`src/rtl/alu_pkg.sv`:
```
package alu_pkg;
  localparam int MODE_W = 4;

  typedef enum logic [MODE_W-1:0] {
    OP_ADD  = 4'h0,
    OP_ADDU = 4'h1,
    OP_SUB  = 4'h2,
    OP_SUBU = 4'h3,
    OP_AND  = 4'h4,
    OP_OR   = 4'h5,
    OP_XOR  = 4'h6,
    OP_NOR  = 4'h7,
    OP_SLT  = 4'hA,
    OP_SLTU = 4'hB
  } alu_op_e;

  typedef enum logic [1:0] {
    LG_AND = 2'd0,
    LG_OR  = 2'd1,
    LG_XOR = 2'd2,
    LG_NOR = 2'd3
  } logic_sel_e;
endpackage

```
`src/rtl/alu_cla_adder.sv`:
```
module alu_cla_adder #(
  parameter int WIDTH = 32,
  parameter int BLOCK = 4
) (
  input  logic [WIDTH-1:0] a_i,
  input  logic [WIDTH-1:0] b_i,
  input  logic             cin_i,
  output logic [WIDTH-1:0] sum_o,
  output logic             c_msb_o,
  output logic             cout_o
);
  localparam int NBLK = WIDTH / BLOCK;

  logic [NBLK:0]  blk_c;
  logic [WIDTH:0] c_all;

  assign blk_c[0] = cin_i;

  for (genvar blk = 0; blk < NBLK; blk++) begin : g_blk
    logic [BLOCK-1:0] g, p, c;
    logic             blk_g, blk_p;

    assign g = a_i[blk*BLOCK +: BLOCK] & b_i[blk*BLOCK +: BLOCK];
    assign p = a_i[blk*BLOCK +: BLOCK] ^ b_i[blk*BLOCK +: BLOCK];

    always_comb begin
      blk_g = 1'b0;
      blk_p = 1'b1;
      for (int k = 0; k < BLOCK; k++) begin
        blk_g = g[k] | (p[k] & blk_g);
        blk_p = blk_p & p[k];
      end
    end

    always_comb begin
      c[0] = blk_c[blk];
      for (int k = 1; k < BLOCK; k++) c[k] = g[k-1] | (p[k-1] & c[k-1]);
    end

    // block carry skips via group propagate
    assign blk_c[blk+1] = blk_g | (blk_p & blk_c[blk]);
    assign c_all[blk*BLOCK +: BLOCK] = c;
  end

  assign c_all[WIDTH] = blk_c[NBLK];
  assign sum_o   = a_i ^ b_i ^ c_all[WIDTH-1:0];
  assign c_msb_o = c_all[WIDTH-1];
  assign cout_o  = c_all[WIDTH];
endmodule

```
`src/rtl/alu_logic_unit.sv`:
```
module alu_logic_unit import alu_pkg::*; #(
  parameter int WIDTH = 32
) (
  input  logic [WIDTH-1:0] a_i,
  input  logic [WIDTH-1:0] b_i,
  input  logic [1:0]       sel_i,
  output logic [WIDTH-1:0] res_o
);
  always_comb begin
    case (logic_sel_e'(sel_i))
      LG_AND:  res_o = a_i & b_i;
      LG_OR:   res_o = a_i | b_i;
      LG_XOR:  res_o = a_i ^ b_i;
      default: res_o = ~(a_i | b_i);
    endcase
  end
endmodule

```
`src/rtl/alu_compare.sv`:
```
module alu_compare (
  input  logic diff_sign_i,
  input  logic diff_ovf_i,
  input  logic diff_cout_i,
  input  logic unsigned_i,
  output logic lt_o
);
  // signed: sign corrected by overflow; unsigned: borrow = no carry-out
  assign lt_o = unsigned_i ? ~diff_cout_i : (diff_sign_i ^ diff_ovf_i);
endmodule

```
`src/rtl/alu_core.sv`:
```
module alu_core import alu_pkg::*; #(
  parameter int WIDTH = 32,
  parameter int BLOCK = 4
) (
  input  logic [WIDTH-1:0]  a_i,
  input  logic [WIDTH-1:0]  b_i,
  input  logic [MODE_W-1:0] mode_i,
  output logic [WIDTH-1:0]  res_o,
  output logic              carry_o,
  output logic              ovf_o,
  output logic              zero_o
);
  alu_op_e          op;
  logic             do_sub;
  logic [WIDTH-1:0] b_eff, sum, lg_res;
  logic             c_msb, cout, ovf_raw, lt;

  assign op     = alu_op_e'(mode_i);
  assign do_sub = (op == OP_SUB) || (op == OP_SUBU) || (op == OP_SLT) || (op == OP_SLTU);
  assign b_eff  = do_sub ? ~b_i : b_i;

  alu_cla_adder #(.WIDTH(WIDTH), .BLOCK(BLOCK)) u_add (
    .a_i    (a_i),
    .b_i    (b_eff),
    .cin_i  (do_sub),
    .sum_o  (sum),
    .c_msb_o(c_msb),
    .cout_o (cout)
  );

  assign ovf_raw = c_msb ^ cout;

  alu_logic_unit #(.WIDTH(WIDTH)) u_log (
    .a_i  (a_i),
    .b_i  (b_i),
    .sel_i(mode_i[1:0]),
    .res_o(lg_res)
  );

  alu_compare u_cmp (
    .diff_sign_i(sum[WIDTH-1]),
    .diff_ovf_i (ovf_raw),
    .diff_cout_i(cout),
    .unsigned_i (mode_i[0]),
    .lt_o       (lt)
  );

  always_comb begin
    res_o   = '0;
    carry_o = 1'b0;
    ovf_o   = 1'b0;
    case (op)
      OP_ADD, OP_SUB: begin
        res_o   = sum;
        carry_o = cout;
        ovf_o   = ovf_raw;
      end
      OP_ADDU, OP_SUBU: begin
        res_o   = sum;
        carry_o = cout;
      end
      OP_AND, OP_OR, OP_XOR, OP_NOR: res_o = lg_res;
      OP_SLT, OP_SLTU:               res_o = {{(WIDTH-1){1'b0}}, lt};
      default: ;
    endcase
  end

  assign zero_o = ~|res_o;
endmodule

```
`config.mk`:
```
export PLATFORM = sky130hd
export DESIGN_NAME = alu_core
export DESIGN_NICKNAME = d
export VERILOG_FILES = /design/src/rtl/alu_pkg.sv /design/src/rtl/alu_cla_adder.sv /design/src/rtl/alu_logic_unit.sv /design/src/rtl/alu_compare.sv /design/src/rtl/alu_core.sv
export SDC_FILE = /design/constraint.sdc
export NUM_CORES = 1
export LEC_CHECK = 0
export ABC_AREA = 1
export BUFFER_PORTS_ARGS = -buffer_cell sky130_fd_sc_hd__buf_4
export CAP_MARGIN = 10
export CORE_UTILIZATION = 30
export DETAILED_ROUTE_END_ITERATION = 10
export SYNTH_ARGS = -nofsm -noshare
export SYNTH_HDL_FRONTEND = slang
export SYNTH_SLANG_ARGS = --single-unit
```
`constraint.sdc`:
```
create_clock -name vclk -period 17.74
set_input_delay 2.661 -clock vclk [all_inputs]
set_output_delay 2.661 -clock vclk [all_outputs]
set_load 0.05 [all_outputs]
```
* Word level (Yosys, flattened, before mapping) *
Index checks and enable logic that the tools add are counted.

storage, ports and cells
  register bits after elaboration = 0
  latch bits = 0
  bits in writable memories = 0
  ROM bits = 0
  input port bits = 68
  output and inout bits = 35
  logic and storage cells = 190
  memories = 0

cells by class
  add/subtract/negate cells = 0
  $mul = 0
  divide/modulo/power cells = 0
  magnitude comparators = 0
  equal/unequal tests = 11
  shifts and indexed selects = 0
  muxes and demuxes = 6
  bitwise gates (word level) = 162
  reductions and logical operators = 11

operators by type and width
  cell                  number
  $pmux W32 S3          2
  $xor A32 B32 Y32      3
  $and A1 B1 Y1         80
  $not A32 Y32          2
  $or A1 B1 Y1          56
  $and A32 B32 Y32      1
  $and A4 B4 Y4         8
  $mux W32              1
  $or A32 B32 Y32       1
  $reduce_or A32 Y1     1
  $xor A4 B4 Y4         8
  $eq A4 B3 Y1 const B  4
  $eq A4 B2 Y1 const B  2
  $eq A4 B4 Y1 const B  2
  $reduce_or A4 Y1      2
  $eq A4 B1 Y1 const B  1
  $logic_not A4 Y1      1
  $reduce_or A2 Y1      2
  $logic_or A1 B1 Y1    3
  $mux W1               3
  $eq A2 B1 Y1 const B  1
  $eq A2 B2 Y1 const B  1
  $logic_not A2 Y1      1
  $xor A1 B1 Y1         2
  2 further kinds       2

* Logic depth before layout (Yosys ltp) *
  depth in word-level cells = 37
  gate-level depth with buffers = 31
  gate-level depth less buffers = 31

* Modules after synthesis *
From an unflattened synthesis, not the netlist that was laid out.

second synthesis, totals
  cells, all modules = 683
  area, all modules = 4629.4 um^2

modules (own cells, without submodules)
  module          times used  cells an instance  area each (um^2)
  alu_logic_unit  1           343                2127.0
  alu_cla_adder   1           145                1361.3
  alu_core        1           186                1104.8
  alu_compare     1           9                  36.3

* Worst setup path after synthesis *
No wires, ideal clock.

  kind = input port to output port
  start point = in mode_i[1]
  end point = out zero_o
  arrival time = 7742 ps
  data required time = 15079 ps
  setup slack = 7337 ps
  stages = 28
  path buffers = 1
  cells stage by stage = inv_2 > nor2_4 > buf_1 > xor2_1 > ha_1 > a21oi_1 > nand2_1 > nand2_1 > nand2_2 > nand2_1 > nand2_2 > nand2_1 > nand2_1 > nand2_1 > nand2_2 > nand2_1 > nand2_2 > nand2_1 > nand2_2 > fa_1 > fa_1 > fa_1 > nand2_1 > o21ai_0 > nor3_1 > nand4_1 > or2_1 > nor2_2

between the ends
  elaborated cells on any way between the ends = 182
  those cells by class = eq/ne: 11; mux: 4; bitwise: 157; reduce/logical: 10

RTL lines
  item                                            RTL line                                  source
  start, declared                                 alu_core.sv:7                             input logic [MODE_W-1:0] mode_i,
  $eq A4 B2 Y1                                    alu_core.sv:19, alu_core.sv:52
  $logic_or A1 B1 Y1 (3 in series)                alu_core.sv:19                            assign do_sub = (op == OP_SUB) || (op == OP_SUBU) || (op == OP_SLT) || (op == OP_SLTU);
  $mux W32                                        alu_core.sv:20                            assign b_eff = do_sub ? ~b_i : b_i;
  $xor A4 B4 Y4 or $and A4 B4 Y4 (tied branches)  alu_cla_adder.sv:24, alu_cla_adder.sv:23
  $and A1 B1 Y1                                   alu_cla_adder.sv:30                       blk_g = g[k] | (p[k] & blk_g);
  $or A1 B1 Y1                                    alu_cla_adder.sv:30
  $and A1 B1 Y1                                   alu_cla_adder.sv:30
  $or A1 B1 Y1                                    alu_cla_adder.sv:30
  [... 14 more ...]                               -
  $or A1 B1 Y1                                    alu_cla_adder.sv:37                       for (int k = 1; k < BLOCK; k++) c[k] = g[k-1] | (p[k-1] & c[k-1]);
  $and A1 B1 Y1                                   alu_cla_adder.sv:37
  $or A1 B1 Y1                                    alu_cla_adder.sv:37
  $xor A32 B32 Y32                                alu_cla_adder.sv:46                       assign sum_o = a_i ^ b_i ^ c_all[WIDTH-1:0];
  $pmux W32 S3 (*)                                alu_core.sv:52                            case (op)
  net res_o[26]                                   alu_core.sv:8                             output logic [WIDTH-1:0] res_o,
  $reduce_or A32 Y1 (*)                           alu_core.sv:68                            assign zero_o = ~|res_o;
  $logic_not A1 Y1 (*)                            alu_core.sv:68
  end, declared                                   alu_core.sv:11                            output logic zero_o

Mark *: on every way through the listed nets, which the timed path passes. The rest lies on a longest branch.

* Worst setup path in the final report *
  start point = in mode_i[1]
  end point = out zero_o

between the ends
  word-level cells in the longest chain between the ends = 37
  elaborated cells on any way between the ends = 182
  those cells by class = eq/ne: 11; mux: 4; bitwise: 157; reduce/logical: 10

RTL lines
  item                                               RTL line                                  source
  $eq A4 B2 Y1                                       alu_core.sv:19, alu_core.sv:52
  $logic_or A1 B1 Y1 (3 in series)                   alu_core.sv:19
  $mux W32                                           alu_core.sv:20
  $xor A4 B4 Y4 or $and A4 B4 Y4 (tied branches)     alu_cla_adder.sv:24, alu_cla_adder.sv:23
  $and A1 B1 Y1                                      alu_cla_adder.sv:30
  $or A1 B1 Y1                                       alu_cla_adder.sv:30
  $and A1 B1 Y1                                      alu_cla_adder.sv:30
  $or A1 B1 Y1                                       alu_cla_adder.sv:30
  [... 19 more ...]                                  -
  $and A1 B1 Y1                                      alu_cla_adder.sv:37
  $or A1 B1 Y1                                       alu_cla_adder.sv:37
  $xor A32 B32 Y32 or $xor A1 B1 Y1 (tied branches)  alu_cla_adder.sv:46, alu_core.sv:31
  $xor A1 B1 Y1                                      alu_compare.sv:9                          assign lt_o = unsigned_i ? ~diff_cout_i : (diff_sign_i ^ diff_ovf_i);
  $mux W1                                            alu_compare.sv:9
  $pmux W32 S3 (*)                                   alu_core.sv:52
  $reduce_or A32 Y1 (*)                              alu_core.sv:68
  $logic_not A1 Y1 (*)                               alu_core.sv:68

Every way passes the cells marked *; elsewhere a longest branch is shown, timed or not.

==> results.json <==
{
  "status": "complete, no violations",
  "postSynthAreaPerCell_um2": 7.054,
  "peakVddDrop_uv": 22.58,
  "place.gp.congestion": 0.8419,
  "dieArea_mm2": 0.01310,
  "final_antenna_net_count": 0,
  "viasPerCell": 4.927,
  "seq_area_um2": 0,
  "die-height_um": 114.5,
  "wl_mm": 11.22,
  "most-common-layout-cells": "nand2_1, buf_4, ha_1",
  "cts_hold_buffers": 0,
  "wl_per_cell_um": 14.11,
  "hpwl_mm": 9.160,
  "yosysUniqueCellTypes": 31,
  "crit_arrival_ns": 7.63,
  "crit_cells": 31,
  "setup.worst_path.class": "in -> out",
  "p_per_area_mw_per_mm2": 39.30,
  "grtUsageTotal": 0.1707,
  "core_area_mm2": 0.01216,
  "fmax_mhz": 97.19,
  "whs_path_depth": 3,
  "grt_pass1_vias": 3761,
  "vias": 3917,
  "grt_overflow": 0,
  "drc": 0,
  "critPathCaptureType": "primary output",
  "post_cts_buffers": 0,
  "clock_buffers": 0,
  "relSlewSlack": 0.4243,
  "max-cap-violations": 0,
  "grt_max_degree": 33,
  "cp_max_fo": 14,
  "ys.warnings.count": 0,
  "antenna_found_initial": 0,
  "dpl.cell_count": 795,
  "seq_area_frac_synth": 0,
  "min_period_over_period": 0.5800,
  "synth_area_mm2": 0.003795,
  "synth_cells": 538,
  "fin_cells": 795,
  "slew_violations": 0,
  "required_ns": 15.08,
  "area_delta_synth_final_pct": 24.79,
  "seq_cell_count": 0,
  "cts.repair.resized": 0,
  "grt_pass1_wl_mm": 18.16,
  "min_path_type": "in -> out",
  "n_antenna_cell": 0,
  "io_pins": 103,
  "startpoint_type": "primary input",
  "max_stage_delay_ns": 0.45,
  "die_x_um": 114.5,
  "syn_nets": 725,
  "crit_family": "simple AND/OR/NAND/NOR gates",
  "power.total_mw": 0.1861,
  "p_leak_nw": 2.557,
  "cp_slowest_cell": "fa_1",
  "final_layout_size_suffix_gt1_frac": 0.2026,
  "tightest_slew_ns": 0.8625,
  "crit_top_cell": "nand2_1",
  "setup_viol": 0,
  "n_fill_cell": 1303,
  "period_needed_ns": 10.29,
  "start_util": 0.3120,
  "drt_iter0_markers": 211,
  "critPathBufInv": 3,
  "port-buffer-count": 103,
  "rsz0062_at_grt": "no",
  "first_pass_iters": 4,
  "nNetsFinal": 816,
  "postLayoutCoreUtil": 0.3894,
  "rows": 40,
  "hold_viol_final": 0,
  "fin_setup_tns_ns": 0
}
-- per-layer routing --
| metal | track usage | vias to the layer above | wire length [um] |
|---|---|---|---|
| li1 | - | 1981 | - |
| met2 | 0.3123 | 106 | 5401 |
| met3 | 0.007411 | 17 | 498 |
| met5 | 0 | - | 0 |
| met1 | 0.2242 | 1813 | 5088 |
| met4 | 0.02857 | 0 | 231 |
-- metrics by stage --
stage / instance area, um^2 / hold slack, ns / setup slack, ns
after floorplan: 3795 / 5.502 / 7.337
after global placement: 4736 / 5.666 / 7.420
after detailed placement: 4736 / 5.664 / 7.367
after CTS: 4736 / 5.666 / 7.369
after global routing: 4736 / 5.686 / 7.013
final: 4736 / 5.666 / 7.451
-- worst paths after layout --
kind | from | end
max | mode_i[1] | zero_o
min | mode_i[3] | carry_o
-- synthesized netlist by cell type --
library cell	instances	share of area
a21oi_1	16	0.021
a21oi_2	1	0.0023
a221oi_1	23	0.053
a22oi_1	4	0.0079
a32oi_1	4	0.0092
buf_1	5	0.0049
buf_2	6	0.0079
clkbuf_1	7	0.0069
fa_1	23	0.12
ha_1	96	0.32
inv_1	86	0.085
inv_2	5	0.0049
nand2_1	107	0.11
nand2_2	6	0.0099
nand3_1	8	0.011
nand3_2	1	0.0026
nand4_1	2	0.0033
nor2_1	21	0.021
nor2_2	1	0.0016
nor2_4	1	0.0030
nor3_1	2	0.0026
nor4_1	7	0.012
o2111ai_1	5	0.012
o211ai_1	4	0.0079
o21a_1	7	0.014
o21ai_0	40	0.053
o21ai_1	8	0.011
o22ai_1	5	0.0082
or2_1	1	0.0016
or2_2	4	0.0066
xor2_1	32	0.074
-- power breakdown --
part           switching (mW)  internal, mW
sequential                  0             0
combinational           0.118        0.0684
clock                       0             0
-- cells by family after synthesis --
family                     after synthesis  synth area share
AOI/OAI and AO/OA                      117            0.1985
xor gates and xnor gates                32           0.07385
adders and majority gates              119            0.4378
buffers and inverters                  109            0.1098
and+or+nand+nor                        161            0.1800
-- final cells by class --
| type | count | area, um^2 | area share |
|---|---|---|---|
| multi-input combinational | 429 | 3381 | 0.7139 |
| timing repair buffer | 107 | 803.3 | 0.1696 |
| tap | 168 | 210.2 | 0.04439 |
| inverter | 91 | 341.6 | 0.07213 |
No activity file was read; power rests on OpenSTA's default activity.
